$ cat config.mk
export PLATFORM = sky130hd
export DESIGN_NAME = adc_seq_ctrl
export DESIGN_NICKNAME = d
export VERILOG_FILES = /design/src/rtl/adc_seq_pkg.sv /design/src/rtl/adc_seq_counter.sv /design/src/rtl/adc_scan_stepper.sv /design/src/rtl/adc_result_store.sv /design/src/rtl/adc_status_flags.sv /design/src/rtl/adc_seq_ctrl.sv
export SDC_FILE = /design/constraint.sdc
export NUM_CORES = 1
export LEC_CHECK = 0
export ABC_AREA = 1
export BUFFER_PORTS_ARGS = -buffer_cell sky130_fd_sc_hd__buf_2
export CORE_UTILIZATION = 59
export CTS_CLUSTER_SIZE = 40
export DETAILED_ROUTE_END_ITERATION = 8
export PLACE_DENSITY = 0.88
export SYNTH_ARGS = -nofsm -noshare
export SYNTH_HDL_FRONTEND = slang
export SYNTH_SLANG_ARGS = --single-unit
$ cat constraint.sdc
create_clock -name clk -period 5.9 [get_ports clk]
set_clock_uncertainty 0.05 [all_clocks]
set_input_delay 1.18 -clock clk [delete_from_list [all_inputs] [get_ports clk]]
set_output_delay 1.18 -clock clk [all_outputs]
set_load 0.03 [all_outputs]
$ cat src/rtl/adc_seq_pkg.sv
// Shared definitions for the ADC result sequencer.
// Assumes: nothing; holds default sizes and the storage mode type.
package adc_seq_pkg;
    localparam int DEF_DATA_W = 12;
    localparam int DEF_NUM_BUF = 16;
    localparam int DEF_NUM_CH = 16;
    localparam int DEF_CNT_W = 5;

    typedef enum logic {
        STORE_SEQ    = 1'b0,
        STORE_SINGLE = 1'b1
    } store_mode_e;
endpackage

$ cat src/rtl/adc_seq_counter.sv
// Group counter and sequential write pointer.
// Counts accepted conversions and flags the one that ends a group of
// group_m1+1, then returns both counter and pointer to zero.
// Assumes: group_m1 only changes while enable is low.
module adc_seq_counter #(
    parameter int CNT_W = 5,
    parameter int NUM_BUF = 16,
    localparam int PTR_W = $clog2(NUM_BUF)
) (
    input  logic             clk,
    input  logic             rst_n,
    input  logic             enable,
    input  logic             conv_ev,
    input  logic [CNT_W-1:0] group_m1,
    output logic [PTR_W-1:0] wptr,
    output logic             group_end
);
    logic [CNT_W-1:0] cnt_q;
    logic [PTR_W-1:0] ptr_q;

    // Flag the conversion that completes the current group.
    assign group_end = conv_ev && (cnt_q == group_m1);
    assign wptr = ptr_q;

    // Advance count and pointer per conversion, clear at group end or disable.
    always_ff @(posedge clk) begin
        if (!rst_n || !enable) begin
            cnt_q <= '0;
            ptr_q <= '0;
        end else if (conv_ev) begin
            if (group_end) begin
                cnt_q <= '0;
                ptr_q <= '0;
            end else begin
                cnt_q <= cnt_q + 1'b1;
                ptr_q <= (ptr_q == PTR_W'(NUM_BUF - 1)) ? '0 : ptr_q + 1'b1;
            end
        end
    end

    assert_ptr_restart_R2: assert property (@(posedge clk) disable iff (!rst_n)
        group_end |=> (wptr == '0));
    assert_cnt_step_R2: assert property (@(posedge clk) disable iff (!rst_n)
        (enable && conv_ev && !group_end) |=> (cnt_q == $past(cnt_q) + 1'b1));
    assert_disable_zero_R8: assert property (@(posedge clk) disable iff (!rst_n)
        !enable |=> (cnt_q == '0 && wptr == '0));
endmodule

$ cat src/rtl/adc_scan_stepper.sv
// Channel scan stepper.
// Picks the lowest selected channel at or above the scan index, wrapping
// to the lowest selected one; moves the index past each converted channel
// and back to zero at a group end.
// Assumes: NUM_CH is a power of two; mask only changes while disabled.
module adc_scan_stepper #(
    parameter int NUM_CH = 16,
    localparam int CH_W = $clog2(NUM_CH)
) (
    input  logic              clk,
    input  logic              rst_n,
    input  logic              enable,
    input  logic              scan_en,
    input  logic [NUM_CH-1:0] mask,
    input  logic              adv,
    input  logic              restart,
    output logic [CH_W-1:0]   chan
);
    logic [CH_W-1:0] idx_q;
    logic [CH_W-1:0] pick;

    // Search the mask: lowest set bit overall, overridden by lowest at/above index.
    always_comb begin
        pick = '0;
        for (int i = NUM_CH - 1; i >= 0; i--) begin
            if (mask[i]) pick = CH_W'(i);
        end
        for (int i = NUM_CH - 1; i >= 0; i--) begin
            if (mask[i] && (CH_W'(i) >= idx_q)) pick = CH_W'(i);
        end
    end

    assign chan = scan_en ? pick : '0;

    // Move the scan index after each conversion.
    always_ff @(posedge clk) begin
        if (!rst_n || !enable || !scan_en) begin
            idx_q <= '0;
        end else if (adv) begin
            idx_q <= restart ? '0 : pick + 1'b1;
        end
    end

    assert_chan_selected_R7: assert property (@(posedge clk) disable iff (!rst_n)
        (scan_en && (|mask)) |-> mask[chan]);
    assert_restart_first_R7: assert property (@(posedge clk) disable iff (!rst_n)
        (enable && scan_en && adv && restart) |=> (idx_q == '0));
endmodule

$ cat src/rtl/adc_result_store.sv
// Result buffer with single-slot overrun tracking.
// Sequential mode writes the slot given by the pointer; single mode always
// writes slot 0 and tracks whether that slot was read before replacement.
// Assumes: rd_addr stays below NUM_BUF.
module adc_result_store
    import adc_seq_pkg::*;
#(
    parameter int DATA_W = 12,
    parameter int NUM_BUF = 16,
    localparam int PTR_W = $clog2(NUM_BUF)
) (
    input  logic              clk,
    input  logic              rst_n,
    input  logic              wr_ev,
    input  store_mode_e       mode,
    input  logic [PTR_W-1:0]  wptr,
    input  logic [DATA_W-1:0] wr_data,
    input  logic              rd_en,
    input  logic [PTR_W-1:0]  rd_addr,
    output logic [DATA_W-1:0] rd_data,
    output logic              overrun
);
    logic [DATA_W-1:0] mem_q [NUM_BUF];
    logic [PTR_W-1:0]  waddr;
    logic              unread_q;
    logic              ovr_q;
    logic              rd_slot0;
    logic              unread_left;
    logic              single_wr;

    // Select the target slot from the storage mode.
    assign waddr = (mode == STORE_SINGLE) ? '0 : wptr;
    assign single_wr = wr_ev && (mode == STORE_SINGLE);
    assign rd_slot0 = rd_en && (rd_addr == '0);
    assign unread_left = unread_q && !rd_slot0;
    assign rd_data = mem_q[rd_addr];
    assign overrun = ovr_q;

    // Store each accepted result in its slot.
    always_ff @(posedge clk) begin
        if (!rst_n) begin
            for (int i = 0; i < NUM_BUF; i++) mem_q[i] <= '0;
        end else if (wr_ev) begin
            mem_q[waddr] <= wr_data;
        end
    end

    // Track an unread slot-0 result and its replacement.
    always_ff @(posedge clk) begin
        if (!rst_n) begin
            unread_q <= 1'b0;
            ovr_q    <= 1'b0;
        end else begin
            unread_q <= unread_left;
            ovr_q    <= ovr_q && !rd_slot0;
            if (single_wr) begin
                unread_q <= 1'b1;
                if (unread_left) ovr_q <= 1'b1;
            end
        end
    end

    assert_ovr_single_only_R5: assert property (@(posedge clk) disable iff (!rst_n)
        $rose(ovr_q) |-> ($past(mode) == STORE_SINGLE));
    assert_read_clears_ovr_R5: assert property (@(posedge clk) disable iff (!rst_n)
        (rd_slot0 && !single_wr) |=> !ovr_q);
    assert_single_slot_R3: assert property (@(posedge clk) disable iff (!rst_n)
        single_wr |=> (mem_q[0] == $past(wr_data)));
endmodule

$ cat src/rtl/adc_status_flags.sv
// DONE, interrupt and DMA strobe generation.
// DONE is sticky between a completion and the next start or software clear;
// the interrupt latches at each group end; DMA strobes are one-cycle pulses.
// Assumes: start and completion events never coincide.
module adc_status_flags (
    input  logic clk,
    input  logic rst_n,
    input  logic enable,
    input  logic conv_ev,
    input  logic start_ev,
    input  logic group_end,
    input  logic dma_mode,
    input  logic done_clr,
    input  logic irq_clr,
    output logic done,
    output logic irq,
    output logic dma_req,
    output logic dma_inc
);
    // Sticky DONE: completion sets, start or software clear resets.
    always_ff @(posedge clk) begin
        if (!rst_n) begin
            done <= 1'b0;
        end else if (conv_ev) begin
            done <= 1'b1;
        end else if (start_ev || done_clr) begin
            done <= 1'b0;
        end
    end

    // Interrupt flag: set at group end, cleared by software or disable.
    always_ff @(posedge clk) begin
        if (!rst_n || !enable) begin
            irq <= 1'b0;
        end else if (group_end) begin
            irq <= 1'b1;
        end else if (irq_clr) begin
            irq <= 1'b0;
        end
    end

    // One-cycle DMA strobes after each conversion and each group end.
    always_ff @(posedge clk) begin
        if (!rst_n) begin
            dma_req <= 1'b0;
            dma_inc <= 1'b0;
        end else begin
            dma_req <= conv_ev && dma_mode;
            dma_inc <= group_end && dma_mode;
        end
    end

    assert_irq_on_group_end_R1: assert property (@(posedge clk) disable iff (!rst_n)
        group_end |=> irq);
    assert_done_on_complete_R6: assert property (@(posedge clk) disable iff (!rst_n)
        conv_ev |=> done);
    assert_done_sticky_R6: assert property (@(posedge clk) disable iff (!rst_n)
        (done && !start_ev && !done_clr) |=> done);
    assert_inc_dma_only_R4: assert property (@(posedge clk) disable iff (!rst_n)
        dma_inc |-> ($past(dma_mode) && $past(group_end)));
    assert_disable_clears_irq_R8: assert property (@(posedge clk) disable iff (!rst_n)
        !enable |=> !irq);
endmodule

$ cat src/rtl/adc_seq_ctrl.sv
// Top of the ADC result sequencing and buffering controller.
// Accepts converter events while enabled and routes them to the group
// counter, scan stepper, result store and status flags.
// Assumes: configuration is changed only while enable is low.
module adc_seq_ctrl
    import adc_seq_pkg::*;
#(
    parameter int DATA_W = DEF_DATA_W,
    parameter int NUM_BUF = DEF_NUM_BUF,
    parameter int NUM_CH = DEF_NUM_CH,
    parameter int CNT_W = DEF_CNT_W,
    localparam int PTR_W = $clog2(NUM_BUF),
    localparam int CH_W = $clog2(NUM_CH)
) (
    input  logic              clk,
    input  logic              rst_n,
    input  logic              enable,
    input  logic [CNT_W-1:0]  cfg_group_m1,
    input  logic              cfg_scan_en,
    input  logic [NUM_CH-1:0] cfg_scan_mask,
    input  logic              cfg_dma_en,
    input  logic              conv_start,
    input  logic              conv_done,
    input  logic [DATA_W-1:0] conv_data,
    input  logic              done_clr,
    input  logic              irq_clr,
    input  logic              rd_en,
    input  logic [PTR_W-1:0]  rd_addr,
    output logic [DATA_W-1:0] rd_data,
    output logic [CH_W-1:0]   cur_chan,
    output logic              done,
    output logic              irq,
    output logic              overrun,
    output logic              dma_req,
    output logic              dma_addr_inc
);
    logic             conv_ev;
    logic             start_ev;
    logic             group_end;
    logic [PTR_W-1:0] wptr;
    store_mode_e      mode;

    // Gate converter events with the block enable.
    assign conv_ev  = conv_done && enable;
    assign start_ev = conv_start && enable;
    assign mode     = cfg_dma_en ? STORE_SINGLE : STORE_SEQ;

    adc_seq_counter #(.CNT_W(CNT_W), .NUM_BUF(NUM_BUF)) i_counter (
        .clk       (clk),
        .rst_n     (rst_n),
        .enable    (enable),
        .conv_ev   (conv_ev),
        .group_m1  (cfg_group_m1),
        .wptr      (wptr),
        .group_end (group_end)
    );

    adc_scan_stepper #(.NUM_CH(NUM_CH)) i_scan (
        .clk     (clk),
        .rst_n   (rst_n),
        .enable  (enable),
        .scan_en (cfg_scan_en),
        .mask    (cfg_scan_mask),
        .adv     (conv_ev),
        .restart (group_end),
        .chan    (cur_chan)
    );

    adc_result_store #(.DATA_W(DATA_W), .NUM_BUF(NUM_BUF)) i_store (
        .clk     (clk),
        .rst_n   (rst_n),
        .wr_ev   (conv_ev),
        .mode    (mode),
        .wptr    (wptr),
        .wr_data (conv_data),
        .rd_en   (rd_en),
        .rd_addr (rd_addr),
        .rd_data (rd_data),
        .overrun (overrun)
    );

    adc_status_flags i_flags (
        .clk       (clk),
        .rst_n     (rst_n),
        .enable    (enable),
        .conv_ev   (conv_ev),
        .start_ev  (start_ev),
        .group_end (group_end),
        .dma_mode  (cfg_dma_en),
        .done_clr  (done_clr),
        .irq_clr   (irq_clr),
        .done      (done),
        .irq       (irq),
        .dma_req   (dma_req),
        .dma_inc   (dma_addr_inc)
    );

    assert_no_req_seq_mode_R3: assert property (@(posedge clk) disable iff (!rst_n)
        dma_req |-> $past(cfg_dma_en));
endmodule

==> impl_metrics.env <==
export IMPL_status="complete, no violations"
export IMPL_die_h_um=130.8
export IMPL_rsz0062_at_grt="no"
export IMPL_synth_top_area_share=0.5887
export IMPL_final_setup_viol_count=0
export IMPL_ant_nets=0
export IMPL_final_cell_mix="323 x nor2_1, 192 x edfxtp_1, 132 x nand2_1"
export IMPL_crit_arrival_ns=3.21
export IMPL_yosys_warnings=0
export IMPL_slew_viol_final=0
export IMPL_grt_max_degree=62
export IMPL_clk_latency_ns=0.51
export IMPL_synth_cell_area_um2=9793
export IMPL_vias=7934
export IMPL_syn2layout_area_growth_pct=10.74
export IMPL_place_congestion=0.9736
export IMPL_cap_violations=0
export IMPL_clockRootBuffer="clkbuf_16"
export IMPL_synth_nets=1091
export IMPL_fin_cells=1299
export IMPL_grt_pass1_vias=7577
export IMPL_tns_ns=0
export IMPL_cts_setup_buffers=0
export IMPL_grt_pass1_wl_um=38610
export IMPL_diodes=0
export IMPL_fin_crit_ns=4.435
export IMPL_grt_ovfl_total=0
export IMPL_fp_row_count=46
export IMPL_synthCells=1041
export IMPL_wire_per_inst_um=19.23
export IMPL_wl_um=24990
export IMPL_critPathRequiredTime_ns=4.67
export IMPL_cts_tree="built"
export IMPL_tightest_slew_ns=1.091
export IMPL_cts_buffers=21
export IMPL_multi_input_area_um2=3143
export IMPL_nNetsFinal=1120
export IMPL_antenna_found_initial=0
export IMPL_gr_usage_all_layers=0.3020
export IMPL_cts_htree_levels=1
export IMPL_hold_class="reg -> reg"
export IMPL_hold_start="i_flags.irq"
export IMPL_ys_ff_latch=211
export IMPL_slew_headroom=0.2698
export IMPL_fillCellCount=1143
export IMPL_layout_commonest_cell="nor2_1"
export IMPL_synth_seq_area_share=0.6276
export IMPL_cts_hold_buffers=0
export IMPL_synth_cell_types=31
export IMPL_seq_area_um2=6146
export IMPL_post_route_period_util=0.7518
export IMPL_placedCellCount=1263
export IMPL_die_w_um=130.8
export IMPL_syn_area_per_cell_um2=9.407
export IMPL_drc_errors=0
export IMPL_synth_top_cells_by_area="edfxtp_1 59%, nor2_1 12%, o21ai_0 5.4%"
export IMPL_dr_pass1_iters=5
export IMPL_viasPerCell=6.108
export IMPL_crit_path_start_kind="primary input"
export IMPL_drt_iter0_drc=1124
export IMPL_cts_resized=0
export IMPL_port_buffers=67
export IMPL_start_util=0.6099
export IMPL_clkSlewWorstSetupHoldPaths_ns=0.06
export IMPL_r2r_start="i_counter.wptr[2]"
export IMPL_hold_viol=0
export IMPL_core_area_um2=16060
export IMPL_yosysTopAreaCell="edfxtp_1"
export IMPL_ios=68
export IMPL_power_density_nw_per_um2=299.0
export IMPL_dieArea_um2=17120
export IMPL_worst_setup_path_end_kind="output port"
export IMPL_clockBufferDepth=3
export IMPL_peakVddDrop_mv=0.2085
export IMPL_crit_fanout=20
export IMPL_fmax_mhz=225.5
export IMPL_cts_sinks=211
export IMPL_p_leak_uw=0.004405
export IMPL_drive_gt1_frac=0.09972
export IMPL_worstSetupPathType="in -> out"
export IMPL_final_util=0.6754
export IMPL_crit_path_start="rd_addr[2]"
export IMPL_hpwl_um=15930
## stage by stage
| step | total power [uW] | hold WS [ns] | setup WS (ns) | area, um^2 |
|---|---|---|---|---|
| 2_1_floorplan | 1898 | 0.4213 | 1.854 | 9793 |
| 3_3_place_gp | 1991 | 0.4068 | 1.551 | 10200 |
| 3_5_place_dp | 2000 | 0.4133 | 1.518 | 10200 |
| 4_1_cts | 3231 | 0.4230 | 1.523 | 10850 |
| 5_1_grt | 3326 | 0.4436 | 1.272 | 10850 |
| 6_report | 3243 | 0.4175 | 1.465 | 10850 |
## worst max-delay path: stages
cell     delay (ns)
buf_2          0.17
inv_1          0.34
nor2_1         0.93
a22oi_1        0.23
nand2_1        0.15
buf_2          0.20
## per-layer routing
| layer | part of all wire | vias to the layer above | track usage |
|---|---|---|---|
| li1 | - | 3602 | - |
| met1 | 0.35 | 3665 | 0.3650 |
| met2 | 0.48 | 565 | 0.5023 |
| met3 | 0.12 | 102 | 0.06393 |
| met4 | 0.054 | 0 | 0.1778 |
| met5 | 0 | - | 0 |
## state kept, by name (all words and copies together) (netlist names)
register / cells
i_scan.idx_q: 4
i_counter.cnt_q: 5
i_store.mem_q: 192
i_store.unread_q: 1
i_flags.done: 1
i_store.overrun: 1
i_flags.irq: 1
i_flags.dma_inc: 1
i_counter.wptr: 4
i_flags.dma_req: 1
## logic make-up (layout without fill, tap and decap cells)
group | count (synthesis) | count (layout) | synth area share
flip-flops | 211 | 211 | 0.6276
buffers and inverters | 134 | 176 | 0.05149
adder cells (fa/ha/maj) | 3 | 3 | 0.003833
AND/OR/NAND/NOR | 493 | 493 | 0.1948
XOR/XNOR | 9 | 9 | 0.008050
AO/OA/AOI/OAI | 191 | 191 | 0.1142
## report_power, final
group          switching [uW]  internal [uW]
registers                14.5           1680
logic                     213           73.7
clock network             544            722
## final timing paths
kind	endpoint	slack, ns	cells after the start
worst max-delay path	rd_data[3]	1.46	6
worst max register to register	i_store.mem_q[4][3]	2.90	6
worst min-delay path	i_flags.irq	0.42	2
worst min register to register	i_flags.irq	0.42	2
## cell type report
type,count,area share
Inverter,67,0.02319
Clock buffer,27,0.05238
Tap cell,216,0.02492
Sequential cell,211,0.5667
Multi-Input combinational cell,696,0.2898
Timing Repair Buffer,73,0.03623
Clock inverter,9,0.006807
## Yosys cell counts, drive strengths merged
cell type and number:
a211oi 2, a21boi 1, a21oi 10, a22oi 5, a31o 1, a31oi 2, clkbuf 67, clkinv 1
dfxtp 19, edfxtp 192, ha 3, inv 66, nand2 133, nand3 22, nand4 3, nor2 323
nor3 8, nor4 4, o211ai 12, o21a 1, o21ai 106, o221ai 13, o22ai 36, o311ai 1
o31ai 1, xnor2 3, xor2 6
Power figures use the tool's default switching activity.
